## src/rtl/trigc_pkg.sv

```systemverilog
package trigc_pkg;

    typedef struct packed {
        logic armed;
        logic fired;
    } core_state_t;

    typedef struct packed {
        logic prev;
        logic ack;
    } cin_state_t;

    typedef struct packed {
        logic level;
    } cout_state_t;

endpackage

```

## src/rtl/trigc_reduce.sv

```systemverilog
module trigc_reduce #(
    parameter int NUM_PROBES = 8
) (
    input  logic [NUM_PROBES-1:0] match_i,
    input  logic [NUM_PROBES-1:0] enable_i,
    input  logic                  mode_any_i,
    output logic                  hit_o
);
    logic all_ok;
    logic any_hit;
    logic mask_live;

    always_comb begin
        all_ok  = 1'b1;
        any_hit = 1'b0;
        for (int i = 0; i < NUM_PROBES; i++) begin
            if (enable_i[i]) begin
                if (!match_i[i]) all_ok = 1'b0;
                if (match_i[i])  any_hit = 1'b1;
            end
        end
        mask_live = |enable_i;
        // An empty mask must never fire: guard the vacuous all-of result.
        hit_o = mode_any_i ? any_hit : (all_ok & mask_live);
    end
endmodule

```

## src/rtl/trigc_cascade_in.sv

```systemverilog
module trigc_cascade_in
    import trigc_pkg::*;
#(
    parameter bit ENABLE = 1'b0
) (
    input  logic clk,
    input  logic rst_n,
    input  logic level_i,
    output logic rise_o,
    output logic ack_o
);
    generate
        if (ENABLE) begin : g_on
            cin_state_t st_d, st_q;

            always_comb begin
                st_d      = st_q;
                rise_o    = level_i & ~st_q.prev;
                st_d.prev = level_i;
                st_d.ack  = rise_o;
            end

            always_ff @(posedge clk) begin
                if (!rst_n) st_q <= '0;
                else        st_q <= st_d;
            end

            assign ack_o = st_q.ack;
        end else begin : g_off
            logic [2:0] unused_pins;
            assign unused_pins = {clk, rst_n, level_i};
            assign rise_o = 1'b0;
            assign ack_o  = 1'b0;
        end
    endgenerate
endmodule

```

## src/rtl/trigc_cascade_out.sv

```systemverilog
module trigc_cascade_out
    import trigc_pkg::*;
#(
    parameter bit ENABLE = 1'b0
) (
    input  logic clk,
    input  logic rst_n,
    input  logic fire_i,
    input  logic ack_i,
    output logic level_o
);
    generate
        if (ENABLE) begin : g_on
            cout_state_t st_d, st_q;

            always_comb begin
                st_d = st_q;
                if (fire_i)                  st_d.level = 1'b1;
                else if (st_q.level && ack_i) st_d.level = 1'b0;
            end

            always_ff @(posedge clk) begin
                if (!rst_n) st_q <= '0;
                else        st_q <= st_d;
            end

            assign level_o = st_q.level;
        end else begin : g_off
            logic [3:0] unused_pins;
            assign unused_pins = {clk, rst_n, fire_i, ack_i};
            assign level_o = 1'b0;
        end
    endgenerate
endmodule

```

## src/rtl/trigger_combiner.sv

```systemverilog
module trigger_combiner
    import trigc_pkg::*;
#(
    parameter int NUM_PROBES     = 8,
    parameter bit CASCADE_IN_EN  = 1'b0,
    parameter bit CASCADE_OUT_EN = 1'b0
) (
    input  logic                  clk,
    input  logic                  rst_n,
    input  logic [NUM_PROBES-1:0] match_i,
    input  logic [NUM_PROBES-1:0] enable_i,
    input  logic                  mode_any_i,
    input  logic                  arm_i,
    input  logic                  cascade_in,
    output logic                  cascade_in_ack,
    output logic                  cascade_out,
    input  logic                  cascade_out_ack,
    output logic                  event_o
);
    logic        local_hit;
    logic        remote_rise;
    logic        fire;
    core_state_t core_d, core_q;

    trigc_reduce #(.NUM_PROBES(NUM_PROBES)) u_reduce (
        .match_i    (match_i),
        .enable_i   (enable_i),
        .mode_any_i (mode_any_i),
        .hit_o      (local_hit)
    );

    trigc_cascade_in #(.ENABLE(CASCADE_IN_EN)) u_cin (
        .clk     (clk),
        .rst_n   (rst_n),
        .level_i (cascade_in),
        .rise_o  (remote_rise),
        .ack_o   (cascade_in_ack)
    );

    always_comb begin
        core_d       = core_q;
        fire         = core_q.armed & (local_hit | remote_rise);
        core_d.fired = fire;
        // Re-arm wins over disarm so a held arm keeps the block live.
        if (arm_i)     core_d.armed = 1'b1;
        else if (fire) core_d.armed = 1'b0;
    end

    always_ff @(posedge clk) begin
        if (!rst_n) core_q <= '{armed: 1'b1, fired: 1'b0};
        else        core_q <= core_d;
    end

    assign event_o = core_q.fired;

    trigc_cascade_out #(.ENABLE(CASCADE_OUT_EN)) u_cout (
        .clk     (clk),
        .rst_n   (rst_n),
        .fire_i  (fire),
        .ack_i   (cascade_out_ack),
        .level_o (cascade_out)
    );
endmodule

```

## config.mk

```make
export PLATFORM = sky130hd
export DESIGN_NAME = trigger_combiner
export DESIGN_NICKNAME = d
export VERILOG_FILES = /design/src/rtl/trigc_pkg.sv /design/src/rtl/trigc_reduce.sv /design/src/rtl/trigc_cascade_in.sv /design/src/rtl/trigc_cascade_out.sv /design/src/rtl/trigger_combiner.sv
export SDC_FILE = /design/constraint.sdc
export NUM_CORES = 1
export LEC_CHECK = 0
export BUFFER_PORTS_ARGS = -buffer_cell sky130_fd_sc_hd__clkbuf_2
export CAP_MARGIN = 20
export CORE_AREA = 2 2 39 41
export CTS_CLUSTER_DIAMETER = 30
export DETAILED_ROUTE_END_ITERATION = 6
export DIE_AREA = 0 0 41 43
export RECOVER_POWER = 50
export SLEW_MARGIN = 20
export SYNTH_ARGS = -nofsm -noshare
export SYNTH_HDL_FRONTEND = slang
export SYNTH_HIERARCHICAL = 1
export SYNTH_SLANG_ARGS = --single-unit
```

## constraint.sdc

```tcl
create_clock -name clk -period 1.2 [get_ports clk]
set_input_delay 0.06 -clock clk [delete_from_list [all_inputs] [get_ports clk]]
set_output_delay 0.06 -clock clk [all_outputs]
set_load 0.02 [all_outputs]
```

Word-level counts from Yosys, hierarchy flattened. Index checks and enable logic that the tools add are counted.

Input bits: 22. Logic and storage cells: 39. Flip-flop bits (word level): 2. Output and inout port bits: 3.

Reductions and logical operators: 2. Bitwise operators: 3. Muxes and demuxes: 32.

Operator list (count): 2-to-1 mux 1 bit (32); OR reduction 8 bit (1); bitwise AND 1 bit (2); OR reduction 2 bit (1); NOT 1 bit (1).

Longest topological paths before layout.
Depth in word-level cells: 19. Gate-level depth with buffers: 5. Gate-level depth less buffers: 5.

Cells and area by module. The synthesis kept the hierarchy.

Modules (own cells, without submodules): trigc_reduce (seq. area each 0.0 um^2, area each 183.9 um^2, instances 1, cells each 20); trigger_combiner (seq. area each 40.0 um^2, area each 70.1 um^2, instances 1, cells each 7); trigc_cascade_in (seq. area each 0.0 um^2, area each 18.8 um^2, instances 1, cells each 3); trigc_cascade_out (seq. area each 0.0 um^2, area each 11.3 um^2, instances 1, cells each 2).

Worst setup path after synthesis. OpenSTA, ideal clock, no wires.

Path kind: input to register. Start: input enable_i[7]. End: register core_q[1] (netlist bit). Arrival time: 955 ps. Stages: 5. Setup time: 120 ps. Slack: 125 ps. Path through: nor2b_4 a2111oi_4 a31o_1 nor2_1 a211o_1.

Longest elaborated chain between the ends: 4.

Ends and longest elaborated chain: start, declared (line trigger_combiner.sv:11) `input logic [NUM_PROBES-1:0] enable_i,`; OR reduction 8 bit or 2-to-1 mux 1 bit (tied branches) (line trigc_reduce.sv:22, trigc_reduce.sv:17); bitwise AND 1 bit (line trigc_reduce.sv:24) `hit_o = mode_any_i ? any_hit : (all_ok & mask_live);`; 2-to-1 mux 1 bit (*) (line trigc_reduce.sv:24); named net local_hit (line trigger_combiner.sv:20) `logic local_hit;`; bitwise AND 1 bit (*) (line trigger_combiner.sv:42) `fire = core_q.armed & (local_hit | remote_rise);`; end signal, assigned (line trigger_combiner.sv:50) `if (!rst_n) core_q <= '{armed: 1'b1, fired: 1'b0};`; end signal, assigned (line trigger_combiner.sv:51) `else core_q <= core_d;`; end, declared (line trigger_combiner.sv:23) `core_state_t core_d, core_q;`.

The timed path passes the listed nets; every way through them passes the cells marked *. A chain may end at the register's enable or synchronous reset.

Worst setup path after layout.
Start: input enable_i[1]. End: register core_q, in the netlist event_o.

Longest elaborated chain between the ends: 16.

Ends and longest elaborated chain: 2-to-1 mux 1 bit (line trigc_reduce.sv:17) `if (enable_i[i]) begin`; 2-to-1 mux 1 bit (line trigc_reduce.sv:18) `if (!match_i[i]) all_ok = 1'b0;`; 2-to-1 mux 1 bit (line trigc_reduce.sv:17); 2-to-1 mux 1 bit (line trigc_reduce.sv:18); 2-to-1 mux 1 bit (line trigc_reduce.sv:17); 2-to-1 mux 1 bit (line trigc_reduce.sv:18); 2-to-1 mux 1 bit (line trigc_reduce.sv:17); 2-to-1 mux 1 bit (line trigc_reduce.sv:18); [... 2 more ...]; 2-to-1 mux 1 bit (line trigc_reduce.sv:17); 2-to-1 mux 1 bit (line trigc_reduce.sv:18); 2-to-1 mux 1 bit (line trigc_reduce.sv:17); bitwise AND 1 bit (line trigc_reduce.sv:24); 2-to-1 mux 1 bit (*) (line trigc_reduce.sv:24); named net local_hit (line trigger_combiner.sv:20); bitwise AND 1 bit (*) (line trigger_combiner.sv:42); named net fire (line trigger_combiner.sv:22) `logic fire;`.

Marks and branches as above.

==> impl_results.rst <==
.. list-table::
   :header-rows: 1

   * - Metric
     - Value
   * - Outcome
     - complete, no violations
   * - Smallest hold slack
     - 29.0 ps
   * - Cell types with the largest area share after synthesis
     - a2111oi_4 (19%), dfxtp_1 (14%), a22oi_1 (11%)
   * - Vertical extent of the die
     - 43 um
   * - Share of the clock period used by the worst path after layout
     - 85.6%
   * - Largest vdd supply drop
     - 0.477 mV
   * - Critical Path End Type
     - flop
   * - Hold Vio Cnt, Final
     - 0
   * - CTS Buf Count
     - 3
   * - Data arrival, critical path
     - 1140 ps
   * - Worst clock skew
     - 1.09 ps
   * - Post-layout net count
     - 78
   * - Average wire per standard cell
     - 9.39 um
   * - TritonCTS clock tree
     - done
   * - RD Place Congestion
     - 0.617
   * - Fmax
     - 973 MHz
   * - Final instance count without filler cells
     - 70
   * - Final antenna diode count
     - 0
   * - Final worst path period need
     - 1030 ps
   * - Required @ worst endpoint
     - 1310 ps
   * - Clock Latency Late Sink
     - 220 ps
   * - Die area
     - 0.00176 mm2
   * - Gate count of the mapped netlist
     - 32
   * - Cell at the slowest stage of the critical path
     - nor4_1
   * - Share of the yosys chip area belonging to registers
     - 14.1%
   * - Post-Syn Area
     - 284 um2
   * - Syn-to-layout area delta
     - 45.8%
   * - Post-layout instance area
     - 414 um2
   * - Leakage power total
     - 0.204 nW
   * - Cell area power density
     - 811 mW/mm2
   * - Worst-path clk slew
     - 30 ps
   * - Pin count of the biggest net entering global routing
     - 4
   * - Buffers inserted by post-CTS timing repair
     - 0
   * - Initial Util
     - 20.5%
   * - Clk Tree Root Cell
     - clkbuf_4
   * - Fin Setup TNS
     - 0 ps
   * - Width of the die
     - 41 um
   * - DRT iter0 DRCs
     - 7
   * - Placeable Area
     - 0.00138 mm2
   * - Via count
     - 296
   * - Post-Route WL
     - 657 um
   * - Cell Count Post-Placement
     - 67
   * - H-tree lvl count
     - 1
   * - Via count of the first global-routing pass
     - 293
   * - Flip-flop and latch count after synthesis
     - 2
   * - Number of resized instances in the post-cts repair step
     - 0
   * - Drt pass-1 iters
     - 3
   * - Total chip power
     - 0.336 mW
   * - Overflow left after global routing
     - 0
   * - Post-synth top area cell
     - a2111oi_4
   * - Site Rows
     - 14
   * - Worst path max stage delay
     - 300 ps
   * - Final routed DRC violation total
     - 0
   * - Max-cap check violation count
     - 0
   * - Overall global routing resource usage
     - 9.02%
   * - Fillcell total
     - 153
   * - Max Root-Sink Buffers
     - 2
   * - Placement-stage worst setup slack
     - -55.0 ps
   * - DR vias/cell
     - 4.23
   * - Setup ws final
     - 173 ps
   * - Initial antenna violation count
     - 0
   * - Total cell area at the placement stage
     - 393 um2
   * - Share of cells above drive strength 1
     - 50.0%
   * - Number of max-slew violations in the final report
     - 0
   * - Critical-path cell list
     - clkbuf_2 -> nor4_1 -> a21oi_1 -> a31o_1 -> o21a_1 -> and2_1
   * - Sort of element at the start of the critical path
     - primary input
   * - Crit-path leading delay family
     - compound AO/OA/AOI/OAI gates
   * - Path category of the worst min-delay check
     - in -> reg
   * - Number of buffer and inverter stages on the critical path
     - 1
   * - Number of buffers added to fix hold violations after cts
     - 0
   * - CP max FO
     - 3
   * - Netlist cell types
     - 16
   * - # IOs
     - 25
   * - WS Path Type
     - in -> reg
   * - First-pass GRT wire length
     - 1060 um
   * - Final setup vio count
     - 0
   * - Layout Utilization
     - 29.9%
   * - Setup repair after global routing missed its margin
     - false
   * - Post-synthesis average cell area
     - 8.88 um2
   * - Clock Sinks
     - 2
   * - Number of nets still failing antenna checks after routing
     - 0
   * - Port buffer count
     - 20
   * - Top-area cell type share of the netlist area
     - 19.4%
   * - YS warnings
     - 6
==> synthesized netlist by cell type <==
cell type,instances
conb_1,2
a2111oi_4,2
a31o_1,1
a22oi_1,4
inv_1,4
buf_4,3
nor4_1,2
a21oi_1,1
nor2b_1,4
nor2_1,1
o21a_1,1
nor2b_4,2
and2_1,1
a41oi_1,1
dfxtp_1,2
a211o_1,1
==> layout make-up <==
class / instances / area (um2) / share of cell area, %
Multi-Input combinational cell: 24 / 210 / 50.8
Timing Repair Buffer: 21 / 106 / 25.7
Sequential cell: 2 / 40.0 / 9.67
Clock buffer: 3 / 22.5 / 5.44
Tap cell: 16 / 20.0 / 4.83
Inverter: 4 / 15.0 / 3.63
==> cell usage in the layout, fill, tap and decap left out <==
master and instances:
and2_1 1, a21oi_1 1, clkbuf_2 19, buf_4 1, clkbuf_4 3, conb_1 3
nor2b_1 4, inv_1 4, dfxtp_1 2, a22oi_1 4, nor2_1 1, o21a_1 1
nor2b_4 2, nor4_1 2, clkbuf_1 1, a31o_1 1, a2111oi_4 2, a41oi_1 1
a211o_1 1
==> path summary, 6_finish.rpt <==
| check | slack [ps] | endpoint | from | cells after the start |
|---|---|---|---|---|
| max | 170 | event_o | enable_i[1] | 6 |
| min | 30 | core_q[1] | arm_i | 2 |
| max reg2reg | 540 | core_q[1] | core_q[1] | 1 |
| min reg2reg | 460 | core_q[1] | core_q[1] | 1 |
==> report_power, final <==
part | internal, mW | leakage (nW) | total [mW] | switching (mW)
Clock | 0.110 | 0.0138 | 0.146 | 0.0359
Combinational | 0.0602 | 0.173 | 0.117 | 0.0564
Sequential | 0.0719 | 0.0167 | 0.0733 | 0.00140
==> logic make-up after synthesis <==
logic type | Yosys count | share of synthesized area, %
buf+inv | 7 | 13.2
other cells | 2 | 2.64
flops | 2 | 14.1
simple gates | 10 | 26.4
compound gates | 11 | 43.6
==> state kept, by name, summed over array words and instances, names as in the netlist <==
name     count
core_q       1
event_o      1
==> layer usage <==
layer	up-vias	share of wire, %	GRT usage, %
met2	15	53	15.3
met3	0	9.6	0.524
met4	0	0	6.00
met5	-	0	0
li1	155	-	-
met1	126	37	9.90
Power figures use the tool's default switching activity.
